**src/rtl/irqd_pkg.sv**
```systemverilog
package irqd_pkg;
    localparam int PRIO_W  = 4;
    localparam int DATA_W  = 32;
    localparam int OFS_TPR = 'h80;
    localparam int OFS_ACK = 'hA0;
    localparam int OFS_EOI = 'hB0;

    typedef logic [PRIO_W-1:0] prio_t;
endpackage

```
**src/rtl/irqd_prio_select.sv**
```systemverilog
module irqd_prio_select
    import irqd_pkg::*;
#(
    parameter int N     = 32,
    parameter int IDX_W = (N > 1) ? $clog2(N) : 1
) (
    input  logic [N-1:0]        member,
    input  logic [N*PRIO_W-1:0] prio_flat,
    output logic                found,
    output logic [IDX_W-1:0]    idx,
    output prio_t               best
);
    // Scan upward; strict greater-than keeps the lowest index on ties
    always_comb begin
        found = 1'b0;
        idx   = '0;
        best  = '0;
        for (int i = 0; i < N; i++) begin
            if (member[i] && (!found || prio_flat[i*PRIO_W +: PRIO_W] > best)) begin
                found = 1'b1;
                idx   = IDX_W'(i);
                best  = prio_flat[i*PRIO_W +: PRIO_W];
            end
        end
    end
endmodule

```
**src/rtl/irqd_src_capture.sv**
```systemverilog
module irqd_src_capture #(
    parameter int N = 32
) (
    input  logic         clk,
    input  logic         rst_n,
    input  logic [N-1:0] req,
    input  logic [N-1:0] is_edge,
    input  logic [N-1:0] ack_clr,
    output logic [N-1:0] raised
);
    typedef struct packed {
        logic [N-1:0] pend;
        logic [N-1:0] prev;
    } cap_t;

    cap_t st_d, st_q;
    logic [N-1:0] rise;

    always_comb begin
        rise      = req & ~st_q.prev & is_edge;
        st_d.prev = req;
        // a fresh edge in the acknowledge cycle survives the clear
        st_d.pend = (st_q.pend & ~ack_clr) | rise;
        raised    = (is_edge & st_q.pend) | (~is_edge & req);
    end

    always_ff @(posedge clk or negedge rst_n) begin
        if (!rst_n) st_q <= '0;
        else        st_q <= st_d;
    end

    for (genvar g = 0; g < N; g++) begin : g_chk
        AST_EDGE_LATCHED: assert property (@(posedge clk) disable iff (!rst_n)
            (is_edge[g] && req[g] && !st_q.prev[g]) |=> st_q.pend[g]);
        AST_ACK_CONSUMES_EDGE: assert property (@(posedge clk) disable iff (!rst_n)
            (ack_clr[g] && !(req[g] && !st_q.prev[g])) |=> !st_q.pend[g]);
    end
endmodule

```
**src/rtl/irq_delivery_unit.sv**
```systemverilog
module irq_delivery_unit
    import irqd_pkg::*;
#(
    parameter int NUM_SRC = 32,
    parameter int VEC_W   = 16,
    parameter int ADDR_W  = 12
) (
    input  logic                       clk,
    input  logic                       rst_n,
    input  logic [NUM_SRC-1:0]         src_req,
    input  logic [NUM_SRC-1:0]         src_edge,
    input  logic [NUM_SRC*PRIO_W-1:0]  src_prio,
    input  logic [NUM_SRC*VEC_W-1:0]   src_vec,
    input  logic [ADDR_W-1:0]          reg_addr,
    input  logic                       reg_wr,
    input  logic                       reg_rd,
    input  logic [DATA_W-1:0]          reg_wdata,
    output logic [DATA_W-1:0]          reg_rdata,
    output logic                       irq_out
);
    localparam int IDX_W = (NUM_SRC > 1) ? $clog2(NUM_SRC) : 1;
    localparam logic [VEC_W-1:0] SPURIOUS = {VEC_W{1'b1}};

    typedef struct packed {
        prio_t              tpr;
        logic [NUM_SRC-1:0] service;
        logic [DATA_W-1:0]  rdata;
        logic               irq;
    } ctl_t;

    ctl_t st_d, st_q;

    logic [NUM_SRC-1:0] raised, ack_clr;
    logic               rs_found, sv_found;
    logic [IDX_W-1:0]   rs_idx, sv_idx;
    prio_t              rs_best, sv_best;

    logic aligned, hit_tpr, hit_ack, hit_eoi;
    logic ack_rd, ack_ok, eoi_wr, tpr_wr;
    logic [VEC_W-1:0] rs_vec;

    irqd_src_capture #(.N(NUM_SRC)) u_cap (
        .clk     (clk),
        .rst_n   (rst_n),
        .req     (src_req),
        .is_edge (src_edge),
        .ack_clr (ack_clr),
        .raised  (raised)
    );

    irqd_prio_select #(.N(NUM_SRC), .IDX_W(IDX_W)) u_sel_raised (
        .member    (raised),
        .prio_flat (src_prio),
        .found     (rs_found),
        .idx       (rs_idx),
        .best      (rs_best)
    );

    irqd_prio_select #(.N(NUM_SRC), .IDX_W(IDX_W)) u_sel_service (
        .member    (st_q.service),
        .prio_flat (src_prio),
        .found     (sv_found),
        .idx       (sv_idx),
        .best      (sv_best)
    );

    always_comb begin
        aligned = (reg_addr[3:0] == 4'h0);
        hit_tpr = aligned && (reg_addr == ADDR_W'(OFS_TPR));
        hit_ack = aligned && (reg_addr == ADDR_W'(OFS_ACK));
        hit_eoi = aligned && (reg_addr == ADDR_W'(OFS_EOI));

        tpr_wr  = reg_wr && hit_tpr;
        eoi_wr  = reg_wr && hit_eoi;
        ack_rd  = reg_rd && hit_ack;
        ack_ok  = ack_rd && rs_found && (rs_best > st_q.tpr);
        ack_clr = ack_ok ? (NUM_SRC'(1) << rs_idx) : '0;
        rs_vec  = src_vec[rs_idx*VEC_W +: VEC_W];

        st_d = st_q;

        if (tpr_wr) begin
            st_d.tpr = reg_wdata[PRIO_W-1:0];
        end

        if (ack_ok) begin
            st_d.service = st_q.service | ack_clr;
        end else if (eoi_wr && sv_found) begin
            st_d.service = st_q.service & ~(NUM_SRC'(1) << sv_idx);
        end

        if (reg_rd) begin
            if (!aligned)     st_d.rdata = '1;
            else if (hit_tpr) st_d.rdata = DATA_W'(st_q.tpr);
            else if (hit_ack) st_d.rdata = DATA_W'(ack_ok ? rs_vec : SPURIOUS);
            else if (hit_eoi) st_d.rdata = '0;
            else              st_d.rdata = '1;
        end

        st_d.irq = rs_found && (rs_best > st_q.tpr) &&
                   (!sv_found || rs_best > sv_best) && !ack_rd;
    end

    always_ff @(posedge clk or negedge rst_n) begin
        if (!rst_n) begin
            st_q         <= '0;
            st_q.tpr     <= '1;
        end else begin
            st_q <= st_d;
        end
    end

    assign reg_rdata = st_q.rdata;
    assign irq_out   = st_q.irq;

    AST_ACK_DROPS_IRQ: assert property (@(posedge clk) disable iff (!rst_n)
        (reg_rd && reg_addr == ADDR_W'(OFS_ACK)) |=> !irq_out);
    AST_ACK_INTO_SERVICE: assert property (@(posedge clk) disable iff (!rst_n)
        ack_ok |=> st_q.service[$past(rs_idx)]);
    AST_SPURIOUS_KEEPS_SET: assert property (@(posedge clk) disable iff (!rst_n)
        (ack_rd && !ack_ok) |=> $stable(st_q.service));
    AST_EOI_RETIRES_ONE: assert property (@(posedge clk) disable iff (!rst_n)
        (eoi_wr && sv_found) |=>
        $countones(st_q.service) == $past($countones(st_q.service)) - 1);
    AST_MISALIGNED_WR_IGNORED: assert property (@(posedge clk) disable iff (!rst_n)
        (reg_wr && reg_addr[3:0] != 4'h0) |=> $stable(st_q.tpr));
    AST_IRQ_NEEDS_RAISED: assert property (@(posedge clk) disable iff (!rst_n)
        irq_out |-> $past(rs_found));
    AST_IRQ_ABOVE_TPR: assert property (@(posedge clk) disable iff (!rst_n)
        irq_out |-> $past(rs_best > st_q.tpr));
endmodule

```
**config.mk**
```make
export PLATFORM = sky130hd
export DESIGN_NAME = irq_delivery_unit
export DESIGN_NICKNAME = d
export VERILOG_FILES = /design/src/rtl/irqd_pkg.sv /design/src/rtl/irqd_prio_select.sv /design/src/rtl/irqd_src_capture.sv /design/src/rtl/irq_delivery_unit.sv
export SDC_FILE = /design/constraint.sdc
export NUM_CORES = 1
export LEC_CHECK = 0
export ABC_AREA = 1
export BUFFER_PORTS_ARGS = -buffer_cell sky130_fd_sc_hd__buf_2
export CORE_AREA = 2 2 305 307
export DETAILED_ROUTE_END_ITERATION = 6
export DIE_AREA = 0 0 307 309
export PLACE_DENSITY = 0.54
export SYNTH_ARGS = -nofsm -noshare
export SYNTH_HDL_FRONTEND = slang
export SYNTH_SLANG_ARGS = --single-unit
```
**constraint.sdc**
```tcl
create_clock -name clk -period 44.2 [get_ports clk]
set_input_delay 4.42 -clock clk [delete_from_list [all_inputs] [get_ports clk]]
set_output_delay 4.42 -clock clk [all_outputs]
set_load 0.01 [all_outputs]
```
* Word-level counts from Yosys, hierarchy flattened
Cells that the tools add are included.
Cells by class: reduce and logical (&&, ||, !) cells 203, muxes and demuxes 198, shifts and indexed selects 3, $lt $le $gt $ge 64, equal/unequal tests 3, bitwise gates (word level) 13
Operators by type and width (number):
- 512-bit by 10-bit variable part select with 16-bit output | 1
- 4-bit 2-to-1 mux | 80
- 4-bit greater-than comparator | 64
- 32-bit 2-to-1 mux | 7
- 32-bit bitwise AND | 6
- 5-bit 2-to-1 mux | 32
- 32-bit NOT | 4
- 32-bit bitwise OR | 3
- 1-bit logical AND | 74
- 1-bit 2-to-1 mux | 66
- 1-bit logical NOT | 64
- 1-bit by 5-bit << shifter with 32-bit output, first input constant | 2
- 1-bit logical OR | 63
- 12-bit by 8-bit equality test with 1-bit output, second input constant | 3
- 3-bit 2-to-1 mux | 8
- 16-bit 2-to-1 mux | 1
- 2-bit 2-to-1 mux | 4
- 4-bit logical NOT | 1
- 2-bit nonzero test | 1
Storage, ports and cells: register bits 133, bits of input ports 752, word-level logic and storage cells 490

* Logic depth before layout (Yosys ltp)
word-level depth 134, mapped depth 345, depth with buffers taken out 329

* Cells and area by module
Synthesis repeated with hierarchy kept, for this count alone.
Unflattened totals: cells, all modules 4147, area total of the unflattened synthesis 22893.2 um2
By module, submodules not included:
- irqd_prio_select | instances 2, sequential area each 0.0 um2, area each 5977.0 um2, cells each 1112
- irq_delivery_unit | instances 1, sequential area each 1356.3 um2, area each 8296.7 um2, cells each 1603
- irqd_src_capture | instances 1, sequential area each 1601.5 um2, area each 2642.5 um2, cells each 320

* Least setup slack after synthesis
Ideal clock, no wire load.
path type input -> register, start input port src_edge[0], end register st_q (netlist bit reg_rdata[6]), setup time 0.135 ns, arrival time 37.718 ns, cell stages on the path 337, buffers on the path 16, slack 6.347 ns, cells stage by stage nand2_1 > o21ai_2 > nor2_1 > inv_1 > ha_1 > nand2_1 > inv_1 > nand2_1 > nand2_1 > nand2_1 > nand2_1 > nand2_1 > o21ai_0 > ha_1 > inv_1 > nor2_1 > o21ai_1 > nand2_1 > [301 not listed] > nor2_1 > a21oi_1 > ha_1 > inv_1 > nor2_1 > nor2_1 > nor2_1 > a211oi_1 > a21oi_1 > nand2_1 > inv_1 > nand3_1 > or2_2 > clkbuf_1 > inv_1 > nand3_1 > nand3_1 > a21oi_1
On the way: longest elaborated chain between the ends 134, elaborated cells between the ends (all ways) 231
RTL lines:
- start: declaration | RTL line irq_delivery_unit.sv:11 | input logic [NUM_SRC-1:0] src_edge,
- 32-bit NOT | RTL line irqd_src_capture.sv:24 | raised = (is_edge & st_q.pend) | (~is_edge & req);
- 32-bit bitwise AND | RTL line irqd_src_capture.sv:24
- 32-bit bitwise OR (*) | RTL line irqd_src_capture.sv:24
- branches (longest 127 deep; another with 4-bit greater-than comparator)
- 16-bit 2-to-1 mux (*) | RTL line irq_delivery_unit.sv:95 | else if (hit_ack) st_d.rdata = DATA_W'(ack_ok ? rs_vec : SPURIOUS);
- 32-bit 2-to-1 mux (*) | RTL line irq_delivery_unit.sv:95
- 32-bit 2-to-1 mux (*) | RTL line irq_delivery_unit.sv:94 | else if (hit_tpr) st_d.rdata = DATA_W'(st_q.tpr);
- 32-bit 2-to-1 mux (*) | RTL line irq_delivery_unit.sv:93 | if (!aligned) st_d.rdata = '1;
- end signal: assignment | RTL line irq_delivery_unit.sv:109 | st_q <= st_d;
- end: declaration | RTL line irq_delivery_unit.sv:31 | ctl_t st_d, st_q;
Mark *: on every way between the ends. A chain may end at the register's enable or synchronous reset.

* Worst setup path in the final report
start input port src_edge[0], end register st_q (netlist bit reg_rdata[2])
Same word-level chain as after synthesis.

==> run_results.csv <==
group,metric,value,unit
status,status,"finished clean",
finish,fill_cells,10700,
finish,syn2layout_area_growth,27.1,%
global_routing,grt_pass1_wl,163,mm
cts,htree_levels,4,
synthesis,synth_top_family_by_area,"simple AND/OR/NAND/NOR gates",
synthesis,ys_seq_area_share,13.8,%
timing,period_share,90.3,%
timing,finalCriticalPeriod,39.92,ns
synthesis,synth_compound_area_share,14.2,%
cts,clk_pin_slew_worst_paths,0.07,ns
min_path,min_from,"u_cap.st_q[7]$_DFF_PN0_",
setup_path,critPathMaxFanout,59,
synthesis,synth_edf_count,0,
global_routing,grt_start_max_net_pins,88,
setup_path,reg2reg_setup_slack,7.97,ns
global_routing,gr-total-overflow,0,
timing,finalHoldViolCount,0,
synthesis,synthAdderAreaFrac,13.6,%
setup_path,worst_ep_arrival_time,40.28,ns
synthesis,ys.flop_type,"dfrtp_1",
global_routing,track_usage,23.6,%
synthesis,async_reset_ff_share,100,%
detailed_routing,drtAntennaViolNets,0,
finish,seq_area,2960,µm²
detailed_routing,routedWlPerCell,20.8,µm
synthesis,synth_mux_area_share,0.427,%
detailed_routing,first_pass_iters,7,
placed_design,io_buffers,756,
setup_path,path_class,"input port to register",
placed_design,gp_congestion,0.997,
cts,clockRootBuffer,"clkbuf_16",
floorplanning,die_y,309,µm
synthesis,synth_area_per_cell,5.71,µm²
floorplanning,fp.dieW,307,µm
setup_path,r2r_end,"reg_rdata[2]$_DFFE_PN0P_",
run,cap_violations,0,
detailed_routing,drt_wl_total,118,mm
synthesis,synthCells,3748,
setup_path,cp-start-kind,"input port",
cts,clock_latency,0.49,ns
global_routing,grt_use_met3,6.12,%
cts,cts_buffers,17,
timing,max_freq,25.1,MHz
synthesis,synthXorXnorAreaFrac,0,%
min_path,min_path_type,"register to register",
global_routing,antenna_found_initial,61,
timing,slew_viol_final,0,
detailed_routing,via_count,27100,
cts,cts.sinks,118,
setup_path,regToRegStartpoint,"u_cap.st_q[32]$_DFF_PN0_",
min_path,whs_endpoint,"u_cap.st_q[39]$_DFF_PN0_",
placed_design,dp_cells,5585,
detailed_routing,via_per_inst,4.79,
synthesis,netlist_area,21400,µm²
timing,final.setup_skew,0.0173,ns
global_routing,busiest_layer,"met2",
setup_path,critPathMaxStageDelay,0.52,ns
setup_path,cp_slowest_cell,"nor2_1",
finish,drive_above_1_share,22.3,%
setup_path,cpMostUsedCell,"nand2_1",
cts,cts_tree,"yes",
finish,multi_input_area,15600,µm²
synthesis,synth_nets,4733,
finish,stdcell_count,5671,
floorplanning,initial_utilization,23.4,%
synthesis,ys_ff_latch,118,
detailed_routing,drc,0,
floorplanning,pin_count,785,
timing,final-setup-viol-count,0,
global_routing,use_met2,36.3,%
setup_path,cp_data_required_time,44.56,ns
floorplanning,rows,111,
synthesis,yosysWarnings,0,
global_routing,grt.met1_usage,31.7,%
floorplanning,die_area,94900,µm²
min_path,hold_depth,1,
timing,hold_slack,0.413,ns
timing,slew_headroom,35.4,%
synthesis,synth_cell_types,48,
cts,cts.path.max_buffers,2,
detailed_routing,drt-initial-drc-count,2105,
setup_path,end_kind,"register",
setup_path,reg2regPathDepth,315,
placed_design,dp_hpwl,97.3,mm
timing,worst_pin_slew,0.959,ns
finish,fin_nets,5425,
floorplanning,fp.coreArea,91400,µm²
global_routing,grt_pass1_vias,24900,
synthesis,synth-simple-area-share,42.9,%
cts,hold_buffers,0,
## layout make-up
class	instances	share of cell area [%]
well taps	1186	5.46
inverters	503	6.98
clock buffers	17	1.56
multi-input cells	2972	57.5
repair buffers	828	16.8
clock inverters	15	0.589
flip-flops and latches	118	10.9
diodes	32	0.294
## metal layers
metal,vias to the layer above,share of wire (%)
li1,13600,-
met4,18,3.6
met3,154,9.2
met1,12400,44
met2,1007,43
met5,-,0.096
## what timing repair did
item | in CTS | in global routing
setup endpoints to repair | 0 | 81
setup buffers | 0 | 17
resized for setup | 0 | 187
## flip-flops by register name (all words and copies together), names as in the netlist
| signal | cells |
|---|---|
| u_cap.st_q | 64 |
| reg_rdata | 17 |
| st_q | 36 |
| irq_out | 1 |
## cell usage after synthesis (5+ instances only)
| cell | count | area share (%) |
|---|---|---|
| nand2_2 | 43 | 1.3 |
| nand4_1 | 68 | 2.0 |
| clkbuf_1 | 8 | 0.14 |
| nor2_1 | 388 | 6.8 |
| o21ai_0 | 364 | 8.5 |
| nand2_1 | 1092 | 19 |
| buf_2 | 22 | 0.51 |
| dfrtp_1 | 114 | 13 |
| a21oi_1 | 73 | 1.7 |
| inv_2 | 5 | 0.088 |
| nand3_1 | 532 | 12 |
| buf_8 | 5 | 0.35 |
| nand2_4 | 5 | 0.26 |
| o21bai_1 | 65 | 2.3 |
| nor3_1 | 10 | 0.23 |
| mux2i_1 | 8 | 0.37 |
| buf_4 | 65 | 2.3 |
| ha_1 | 233 | 14 |
| inv_1 | 497 | 8.7 |
| buf_6 | 46 | 2.4 |
| nor4_1 | 6 | 0.18 |
| o21ai_1 | 54 | 1.3 |
## kinds of logic after synthesis
family	Yosys count
buffers and inverters	660
multiplexers	9
AND/OR/NAND/NOR	2161
adder cells (fa/ha/maj)	233
AO/OA/AOI/OAI	567
flip-flops	118
## worst max-delay path by stage
stage                 from                   endpoint  depth (start not counted)  slack [ns]
3_5_place_dp    src_req[0]   reg_rdata[1]$_DFFE_PN0P_                        313        0.99
3_3_place_gp    src_req[0]   reg_rdata[1]$_DFFE_PN0P_                        310        1.51
5_1_grt        src_edge[0]  reg_rdata[10]$_DFFE_PN0P_                        323       -0.07
4_1_cts         src_req[0]   reg_rdata[1]$_DFFE_PN0P_                        313        1.40
2_1_floorplan  src_edge[0]   reg_rdata[6]$_DFFE_PN0P_                        337        6.35
6_report       src_edge[0]   reg_rdata[2]$_DFFE_PN0P_                        315        4.28
## worst max-delay path: cells and delay by family
| kind | cells | cell delay, ns |
|---|---|---|
| buffers and inverters | 33 | 2.02 |
| AO/OA/AOI/OAI | 66 | 7.93 |
| adder cells (fa/ha/maj) | 31 | 9.45 |
| AND/OR/NAND/NOR | 185 | 16.21 |
## stage by stage
step | cell area (µm²) | setup slack [ns] | util, % | TNS (ns)
6_report | 27200 | 4.28 | 29.8 | 0
5_1_grt | 27200 | -0.0724 | 29.7 | -0.368
4_1_cts | 26500 | 1.40 | 29.0 | 0
3_5_place_dp | 25900 | 0.991 | 28.4 | 0
3_3_place_gp | 25900 | 1.51 | 28.4 | 0
2_1_floorplan | 21400 | 6.35 | - | 0
## layout by cell type (no fill, tap or decap), types with 4 or more instances in the layout
| cell | netlist | final |
|---|---|---|
| nand2_1 | 1092 | 1050 |
| buf_2 | 22 | 755 |
| nand3_1 | 532 | 525 |
| inv_1 | 497 | 494 |
| nor2_1 | 388 | 383 |
| o21ai_0 | 364 | 275 |
| ha_1 | 233 | 233 |
| o21ai_1 | 54 | 141 |
| dfrtp_1 | 114 | 114 |
| a21oi_1 | 73 | 72 |
| nand4_1 | 68 | 68 |
| o21bai_1 | 65 | 64 |
| nand2_2 | 43 | 61 |
| buf_4 | 65 | 52 |
| diode_2 | 0 | 32 |
| nand2_4 | 5 | 29 |
| clkbuf_16 | 0 | 20 |
| buf_12 | 0 | 13 |
| nor3_1 | 10 | 9 |
| mux2i_1 | 8 | 8 |
| inv_2 | 5 | 6 |
| inv_6 | 0 | 6 |
| nand3_2 | 1 | 6 |
| nor2_2 | 2 | 5 |
| buf_6 | 46 | 5 |
| nand3b_1 | 4 | 4 |
| nor4_1 | 6 | 4 |
| inv_8 | 0 | 4 |
| dfstp_2 | 4 | 4 |
Power is not shown: default switching activity piles up to over one toggle a cycle in this logic, so the estimate is an artifact.
